--- src/rtl/tgen_pkg.sv ---
package tgen_pkg;

   // register word addresses
   localparam logic [31:0] A_ENABLE = 32'd0;
   localparam logic [31:0] A_CFG    = 32'd1;
   localparam logic [31:0] A_HCTL   = 32'd2;
   localparam logic [31:0] A_VTOT   = 32'd3;
   localparam logic [31:0] A_VPW    = 32'd4;
   localparam logic [31:0] A_DISPH  = 32'd5;
   localparam logic [31:0] A_DVS    = 32'd6;
   localparam logic [31:0] A_DVE    = 32'd7;
   localparam logic [31:0] A_ACTH   = 32'd8;
   localparam logic [31:0] A_AVS    = 32'd9;
   localparam logic [31:0] A_AVE    = 32'd10;
   localparam logic [31:0] A_BORDER = 32'd11;
   localparam logic [31:0] A_UNDER  = 32'd12;
   localparam logic [31:0] A_POL    = 32'd13;
   localparam logic [31:0] A_FETCH  = 32'd14;
   localparam logic [31:0] A_FRAMES = 32'd15;
   localparam logic [31:0] A_LINES  = 32'd16;

   localparam int NUM_SYNC = 3;  // hsync, vsync, de

   typedef struct packed {
      logic        fetch_en;
      logic        vwin_en;
      logic        hwin_en;
      logic [2:0]  pol;
      logic [15:0] htot;
      logic [15:0] hpw;
      logic [15:0] dhs;
      logic [15:0] dhe;
      logic [15:0] ahs;
      logic [15:0] ahe;
      logic [31:0] vtot;
      logic [31:0] vpw;
      logic [31:0] dvs;
      logic [31:0] dve;
      logic [31:0] avs;
      logic [31:0] ave;
      logic [31:0] fetch_at;
   } tgen_cfg_t;

endpackage

--- src/rtl/tgen_regs.sv ---
module tgen_regs
   import tgen_pkg::*;
#(
   parameter int ADDR_W = 5,
   parameter int PIX_W  = 24,
   parameter int CNT_W  = 16
) (
   input  logic              clk,
   input  logic              rst_n,
   input  logic              reg_wr,
   input  logic [ADDR_W-1:0] reg_addr,
   input  logic [31:0]       reg_wdata,
   output logic [31:0]       reg_rdata,
   input  logic [CNT_W-1:0]  frame_cnt,
   input  logic [CNT_W-1:0]  line_cnt,
   input  logic              frame_wrap,
   output logic              eng_en,
   output tgen_cfg_t         live,
   output logic [PIX_W-1:0]  live_border,
   output logic [PIX_W-1:0]  live_under
);

   tgen_cfg_t        prog;
   logic [PIX_W-1:0] prog_border;
   logic [PIX_W-1:0] prog_under;
   logic [31:0]      a32;
   logic             refresh;

   assign a32     = 32'(reg_addr);
   assign refresh = !eng_en || frame_wrap;

   always_ff @(posedge clk or negedge rst_n) begin
      if (!rst_n) begin
         prog        <= '0;
         live        <= '0;
         prog_border <= '0;
         prog_under  <= '0;
         live_border <= '0;
         live_under  <= '0;
         eng_en      <= 1'b0;
      end else begin
         if (refresh) begin
            live        <= prog;
            live_border <= prog_border;
            live_under  <= prog_under;
         end
         if (reg_wr) begin
            case (a32)
               A_ENABLE: eng_en <= reg_wdata[0];
               A_CFG: begin
                  prog.fetch_en <= reg_wdata[31];
                  prog.vwin_en  <= reg_wdata[30];
                  prog.hwin_en  <= reg_wdata[29];
               end
               A_HCTL: begin
                  prog.htot <= reg_wdata[31:16];
                  prog.hpw  <= reg_wdata[15:0];
               end
               A_VTOT:  prog.vtot <= reg_wdata;
               A_VPW:   prog.vpw  <= reg_wdata;
               A_DISPH: begin
                  prog.dhe <= reg_wdata[31:16];
                  prog.dhs <= reg_wdata[15:0];
               end
               A_DVS:   prog.dvs <= reg_wdata;
               A_DVE:   prog.dve <= reg_wdata;
               A_ACTH: begin
                  prog.ahe <= reg_wdata[31:16];
                  prog.ahs <= reg_wdata[15:0];
               end
               A_AVS:    prog.avs     <= reg_wdata;
               A_AVE:    prog.ave     <= reg_wdata;
               A_BORDER: prog_border  <= reg_wdata[PIX_W-1:0];
               A_UNDER:  prog_under   <= reg_wdata[PIX_W-1:0];
               A_POL:    prog.pol     <= reg_wdata[2:0];
               A_FETCH:  prog.fetch_at <= reg_wdata;
               default: ;
            endcase
         end
      end
   end

   always_comb begin
      reg_rdata = '0;
      case (a32)
         A_ENABLE: reg_rdata = {31'd0, eng_en};
         A_CFG:    reg_rdata = {prog.fetch_en, prog.vwin_en, prog.hwin_en, 29'd0};
         A_HCTL:   reg_rdata = {prog.htot, prog.hpw};
         A_VTOT:   reg_rdata = prog.vtot;
         A_VPW:    reg_rdata = prog.vpw;
         A_DISPH:  reg_rdata = {prog.dhe, prog.dhs};
         A_DVS:    reg_rdata = prog.dvs;
         A_DVE:    reg_rdata = prog.dve;
         A_ACTH:   reg_rdata = {prog.ahe, prog.ahs};
         A_AVS:    reg_rdata = prog.avs;
         A_AVE:    reg_rdata = prog.ave;
         A_BORDER: reg_rdata = 32'(prog_border);
         A_UNDER:  reg_rdata = 32'(prog_under);
         A_POL:    reg_rdata = {29'd0, prog.pol};
         A_FETCH:  reg_rdata = prog.fetch_at;
         A_FRAMES: reg_rdata = eng_en ? 32'(frame_cnt) : 32'd0;
         A_LINES:  reg_rdata = eng_en ? 32'(line_cnt) : 32'd0;
         default:  reg_rdata = '0;
      endcase
   end

endmodule

--- src/rtl/tgen_counters.sv ---
module tgen_counters #(
   parameter int CNT_W = 16
) (
   input  logic             clk,
   input  logic             rst_n,
   input  logic             eng_en,
   input  logic [15:0]      htot,
   input  logic [31:0]      vtot,
   output logic [31:0]      fpos,
   output logic [15:0]      hpos,
   output logic [CNT_W-1:0] line_cnt,
   output logic [CNT_W-1:0] frame_cnt,
   output logic             frame_wrap
);

   logic line_end;

   // a frame length of 0 or 1 collapses to a single-clock frame
   assign frame_wrap = eng_en && ((vtot <= 32'd1) || (fpos >= vtot - 32'd1));
   assign line_end   = ({1'b0, hpos} + 17'd1) >= {1'b0, htot};

   always_ff @(posedge clk or negedge rst_n) begin
      if (!rst_n) begin
         fpos      <= '0;
         hpos      <= '0;
         line_cnt  <= '0;
         frame_cnt <= '0;
      end else if (!eng_en) begin
         fpos      <= '0;
         hpos      <= '0;
         line_cnt  <= '0;
         frame_cnt <= '0;
      end else if (frame_wrap) begin
         fpos      <= '0;
         hpos      <= '0;
         line_cnt  <= '0;
         frame_cnt <= frame_cnt + 1'b1;
      end else begin
         fpos <= fpos + 32'd1;
         if (line_end) begin
            hpos     <= '0;
            line_cnt <= line_cnt + 1'b1;
         end else begin
            hpos <= hpos + 16'd1;
         end
      end
   end

endmodule

--- src/rtl/tgen_pixel.sv ---
module tgen_pixel
   import tgen_pkg::*;
#(
   parameter int PIX_W = 24
) (
   input  logic             eng_en,
   input  logic [31:0]      fpos,
   input  logic [15:0]      hpos,
   input  logic [15:0]      hpw,
   input  logic [31:0]      vpw,
   input  logic [15:0]      dhs,
   input  logic [15:0]      dhe,
   input  logic [31:0]      dvs,
   input  logic [31:0]      dve,
   input  logic             hwin_en,
   input  logic             vwin_en,
   input  logic [15:0]      ahs,
   input  logic [15:0]      ahe,
   input  logic [31:0]      avs,
   input  logic [31:0]      ave,
   input  logic             fetch_en,
   input  logic [31:0]      fetch_at,
   input  logic [2:0]       pol,
   input  logic [PIX_W-1:0] border,
   input  logic [PIX_W-1:0] under,
   input  logic [PIX_W-1:0] src_pixel,
   input  logic             src_valid,
   output logic             hsync,
   output logic             vsync,
   output logic             de,
   output logic [PIX_W-1:0] pix_out,
   output logic             pix_req,
   output logic             fetch_pulse,
   output logic             de_raw
);

   logic in_dh, in_dv, in_ah, in_av, act;
   logic [NUM_SYNC-1:0] raw_sync;
   logic [NUM_SYNC-1:0] out_sync;

   assign in_dh = (hpos >= dhs) && (hpos <= dhe);
   assign in_dv = (fpos >= dvs) && (fpos <= dve);
   assign in_ah = !hwin_en || ((hpos >= ahs) && (hpos <= ahe));
   assign in_av = !vwin_en || ((fpos >= avs) && (fpos <= ave));

   assign de_raw  = eng_en && in_dh && in_dv;
   assign act     = de_raw && in_ah && in_av;
   assign pix_req = act;

   always_comb begin
      if (!de_raw)        pix_out = '0;
      else if (!act)      pix_out = border;
      else if (src_valid) pix_out = src_pixel;
      else                pix_out = under;
   end

   assign fetch_pulse = eng_en && fetch_en && (fpos == fetch_at);

   assign raw_sync[0] = hpos < hpw;
   assign raw_sync[1] = fpos < vpw;
   assign raw_sync[2] = de_raw;

   // per-signal polarity stage; stopped engine parks each at its idle level
   for (genvar g = 0; g < NUM_SYNC; g++) begin : g_pol
      assign out_sync[g] = eng_en ? (raw_sync[g] ^ pol[g]) : pol[g];
   end

   assign hsync = out_sync[0];
   assign vsync = out_sync[1];
   assign de    = out_sync[2];

endmodule

--- src/rtl/disp_timing_gen.sv ---
module disp_timing_gen
   import tgen_pkg::*;
#(
   parameter int ADDR_W = 5,
   parameter int PIX_W  = 24,
   parameter int CNT_W  = 16
) (
   input  logic              clk,
   input  logic              rst_n,
   input  logic              reg_wr,
   input  logic [ADDR_W-1:0] reg_addr,
   input  logic [31:0]       reg_wdata,
   output logic [31:0]       reg_rdata,
   input  logic [PIX_W-1:0]  src_pixel,
   input  logic              src_valid,
   output logic              pix_req,
   output logic [PIX_W-1:0]  pix_out,
   output logic              hsync,
   output logic              vsync,
   output logic              de,
   output logic              fetch_pulse
);

   if (ADDR_W < 5 || ADDR_W > 16) begin : g_bad_addr
      $error("disp_timing_gen: ADDR_W must be 5..16");
   end
   if (PIX_W < 1 || PIX_W > 32) begin : g_bad_pix
      $error("disp_timing_gen: PIX_W must be 1..32");
   end
   if (CNT_W < 1 || CNT_W > 32) begin : g_bad_cnt
      $error("disp_timing_gen: CNT_W must be 1..32");
   end

   tgen_cfg_t        live_cfg;
   logic [PIX_W-1:0] live_border;
   logic [PIX_W-1:0] live_under;
   logic             eng_en;
   logic             frame_wrap;
   logic [31:0]      fpos;
   logic [15:0]      hpos;
   logic [CNT_W-1:0] line_cnt;
   logic [CNT_W-1:0] frame_cnt;
   logic             de_raw;

   tgen_regs #(.ADDR_W(ADDR_W), .PIX_W(PIX_W), .CNT_W(CNT_W)) u_regs (
      .clk         (clk),
      .rst_n       (rst_n),
      .reg_wr      (reg_wr),
      .reg_addr    (reg_addr),
      .reg_wdata   (reg_wdata),
      .reg_rdata   (reg_rdata),
      .frame_cnt   (frame_cnt),
      .line_cnt    (line_cnt),
      .frame_wrap  (frame_wrap),
      .eng_en      (eng_en),
      .live        (live_cfg),
      .live_border (live_border),
      .live_under  (live_under)
   );

   tgen_counters #(.CNT_W(CNT_W)) u_cnt (
      .clk        (clk),
      .rst_n      (rst_n),
      .eng_en     (eng_en),
      .htot       (live_cfg.htot),
      .vtot       (live_cfg.vtot),
      .fpos       (fpos),
      .hpos       (hpos),
      .line_cnt   (line_cnt),
      .frame_cnt  (frame_cnt),
      .frame_wrap (frame_wrap)
   );

   tgen_pixel #(.PIX_W(PIX_W)) u_pix (
      .eng_en      (eng_en),
      .fpos        (fpos),
      .hpos        (hpos),
      .hpw         (live_cfg.hpw),
      .vpw         (live_cfg.vpw),
      .dhs         (live_cfg.dhs),
      .dhe         (live_cfg.dhe),
      .dvs         (live_cfg.dvs),
      .dve         (live_cfg.dve),
      .hwin_en     (live_cfg.hwin_en),
      .vwin_en     (live_cfg.vwin_en),
      .ahs         (live_cfg.ahs),
      .ahe         (live_cfg.ahe),
      .avs         (live_cfg.avs),
      .ave         (live_cfg.ave),
      .fetch_en    (live_cfg.fetch_en),
      .fetch_at    (live_cfg.fetch_at),
      .pol         (live_cfg.pol),
      .border      (live_border),
      .under       (live_under),
      .src_pixel   (src_pixel),
      .src_valid   (src_valid),
      .hsync       (hsync),
      .vsync       (vsync),
      .de          (de),
      .pix_out     (pix_out),
      .pix_req     (pix_req),
      .fetch_pulse (fetch_pulse),
      .de_raw      (de_raw)
   );

endmodule

--- config.mk ---
export PLATFORM = sky130hd
export DESIGN_NAME = disp_timing_gen
export DESIGN_NICKNAME = d
export VERILOG_FILES = /design/src/rtl/tgen_pkg.sv /design/src/rtl/tgen_regs.sv /design/src/rtl/tgen_counters.sv /design/src/rtl/tgen_pixel.sv /design/src/rtl/disp_timing_gen.sv
export SDC_FILE = /design/constraint.sdc
export NUM_CORES = 2
export LEC_CHECK = 0
export BUFFER_PORTS_ARGS = -buffer_cell sky130_fd_sc_hd__buf_4
export CORE_AREA = 10 10 418 420
export DETAILED_ROUTE_END_ITERATION = 6
export DIE_AREA = 0 0 428 430
export PLACE_DENSITY = 0.41
export SLEW_MARGIN = 10
export SYNTH_ARGS = -nofsm -noshare
export SYNTH_HDL_FRONTEND = slang
export SYNTH_SLANG_ARGS = --single-unit
--- constraint.sdc ---
create_clock -name clk -period 7.6 [get_ports clk]
set_clock_uncertainty 0.15 [all_clocks]
set_input_delay 0.76 -clock clk [delete_from_list [all_inputs] [get_ports clk]]
set_output_delay 0.76 -clock clk [all_outputs]
set_load 0.05 [all_outputs]
==> impl_metrics.json <==
{
  "outcome": "complete, no violations",
  "syn_to_final_growth_pct": 15.7,
  "rsz0062_at_grt": "false",
  "required_ns": 8.04,
  "tns_ns": 0,
  "timing.final.hold_violations": 0,
  "drv_slew": 0,
  "cp_num_buf_inv": 1,
  "route.detailed.drc": 0,
  "dpl_worst_slack_ns": 1.17,
  "grt_max_degree": 164,
  "ctsHoldBuffers": 1,
  "power_density_nw_per_um2": 289,
  "p_leak_nw": 22.9,
  "setup_viol_count_final": 0,
  "layout_commonest_cell": "dfrtp_1",
  "drt-wirelength-per-cell_um": 27.9,
  "fp.dieW_um": 428,
  "yosys-top-cells-area": "dfrtp_1, mux2_2, ha_1",
  "die_h_um": 430,
  "cpPeakStageDelay_ns": 0.66,
  "clockBufferDepth": 3,
  "synth_top_area_frac": 0.483,
  "fin_util": 0.299,
  "final_area_um2": 49600,
  "synth_edf_count": 0,
  "cts_tree": "built",
  "dr.pass1.iters": 5,
  "critPathKind": "register to register",
  "max-cap-violations": 0,
  "grt_pass1_vias": 29700,
  "via_per_inst": 4.95,
  "crit_path_start_kind": "register",
  "grt.total_usage": 0.175,
  "cts_buffers": 95,
  "max_slew.worst_pin.slew_ns": 1.29,
  "fin_crit_sh": 0.858,
  "grt_pass1_wl_um": 235000,
  "die_area_um2": 184000,
  "postCtsResizedCells": 0,
  "layout_common_cells": "dfrtp_1, mux2_2, ha_1, inv_1, buf_4",
  "io_buffers": 125,
  "holdCritPathClass": "input port to register",
  "synth-simple-area-share": 0.0674,
  "routed_wl_um": 166000,
  "period_minus_slack_ns": 6.52,
  "core.rowCount": 150,
  "dpl_cell_area_um2": 46400,
  "core_um2": 166000,
  "antenna_found_initial": 7,
  "timing.fmax_mhz": 153,
  "grt_overflow_total": 0,
  "ys_types": 65,
  "crit_chain": "nor4_1, nor2b_1, nand4_1, nor3_1, nand3b_1, xor2_1, ha_1, and4_1, nor3b_1, o311ai_0, a311o_1, and2_4, nand2_8, buf_12, mux2_2",
  "async_flop_share": 1.00,
  "root_buffer": "clkbuf_16",
  "critPathSlowestCell": "nor4_1",
  "synthAdderAreaFrac": 0.0851,
  "syn_nets": 3906,
  "htree_levels": 3,
  "insertion_delay_ns": 0.73,
  "slew_headroom": 0.140,
  "ant_nets": 0,
  "vias": 29400,
  "drt_iter0_drc": 2108,
  "crit_family": "simple AND/OR/NAND/NOR gates",
  "io_pins": 126,
  "ys_warn_count": 0,
  "start_util": 0.258,
  "synth_compound_area_frac": 0.0889,
  "ys_ff_latch": 829,
  "synth_top_family_by_area": "multiplexers",
  "fin_ws_ns": 1.08,
  "arrival_ns": 6.95,
  "worstSetupEndpointType": "register",
  "yosys-mux-area-fraction": 0.205,
  "clk_pin_slew_worst_paths_ns": 0.06,
  "place_congestion": 0.838,
  "cts_sinks": 829,
  "synth_flop_cell": "dfrtp_1",
  "postCtsSetupRepairBufs": 0,
  "synth.largest_area_cell": "dfrtp_1",
  "irDropWorstVdd_mv": 0.157,
  "drive_above_1_share": 0.308,
  "synth_cells": 3549,
  "synth_area_um2": 42900,
  "hpwl_um": 116000,
  "filler_cell_count": 17200,
  "synthXorXnorAreaFrac": 0.0233,
  "path_max_fanout": 98,
  "layout.nets": 4017,
  "syn_avg_cell_area_um2": 12.1,
  "seq_area_frac_synth": 0.483
}
==> registers in the layout, summed over array words and instances (netlist names) <==
signal / flops
u_regs.prog: 326
u_cnt.frame_cnt: 16
u_cnt.fpos: 32
u_regs.prog_border: 24
u_regs.live_under: 24
u_cnt.line_cnt: 16
u_cnt.hpos: 16
u_regs.eng_en: 1
u_regs.live: 326
u_regs.live_border: 24
u_regs.prog_under: 24
==> power by group <==
group	internal (W)	total, W	switching, W
Combinational	0.00148	0.00331	0.00183
Sequential	0.00540	0.00624	0.000844
Clock	0.00280	0.00479	0.00199
==> cells by family after synthesis <==
| family | after synthesis |
|---|---|
| adders and majority gates | 292 |
| DFF | 829 |
| muxes | 787 |
| and+or+nand+nor | 564 |
| xor gates and xnor gates | 114 |
| AOI/OAI and AO/OA | 508 |
| buffers and inverters | 455 |
==> final cells by class <==
class                           instances  area [um^2]  share of cell area
Timing Repair Buffer                  192         1540              0.0310
Clock buffer                          135         2730              0.0550
Antenna cell                            5         12.5            0.000252
Tap cell                             2204         2760              0.0556
Clock inverter                         33          449             0.00905
Inverter                              277         1040              0.0209
Sequential cell                       829        20700               0.418
Multi-Input combinational cell       2265        20400               0.410
==> stage by stage <==
stage | hold WS, ns | cells | power (W)
final | 0.240 | 5940 | 0.0143
after detailed placement | 0.345 | 5766 | 0.00964
after CTS | 0.184 | 5935 | 0.0145
after floorplan | 0.314 | 3549 | 0.00824
after global placement | 0.340 | 5766 | 0.00959
after global routing | 0.220 | 5936 | 0.0151
==> worst paths after layout <==
kind                               endpoint  slack [ns]  cells past startpoint        startpoint
max reg2reg                u_regs.live[275]        1.08                     15  u_regs.live[194]
max in group asynchronous  u_regs.prog[299]        5.01                      4             rst_n
max                        u_regs.live[275]        1.08                     15  u_regs.live[194]
min in group asynchronous  u_regs.prog[274]        0.46                      2             rst_n
min reg2reg                 u_regs.live[78]        0.36                      1   u_regs.live[78]
min                        u_regs.prog[257]        0.24                      2     reg_wdata[17]
==> metal layers <==
layer | up-vias | routed length (um) | global-route usage
met5 | - | 0 | 0
met4 | 0 | 4640 | 0.0466
met3 | 178 | 5590 | 0.0226
met2 | 547 | 77100 | 0.284
met1 | 15500 | 78300 | 0.245
li1 | 13200 | - | -
==> cells in the mapped netlist, types with 16 or more instances <==
| cell type | n |
|---|---|
| a211oi_1 | 16 |
| a21o_1 | 40 |
| a21oi_1 | 102 |
| a221oi_1 | 76 |
| a22o_1 | 85 |
| a22oi_1 | 41 |
| and3_1 | 21 |
| buf_1 | 39 |
| buf_6 | 32 |
| clkbuf_1 | 86 |
| dfrtp_1 | 829 |
| ha_1 | 292 |
| inv_1 | 277 |
| mux2_2 | 750 |
| mux2i_1 | 37 |
| nand2_1 | 139 |
| nand3_1 | 74 |
| nand4_1 | 82 |
| nor2_1 | 105 |
| nor2b_1 | 22 |
| nor3_1 | 26 |
| nor4_1 | 23 |
| o21ai_0 | 36 |
| o221a_2 | 24 |
| xnor2_1 | 77 |
| xor2_1 | 37 |
Power figures use the tool's default switching activity.
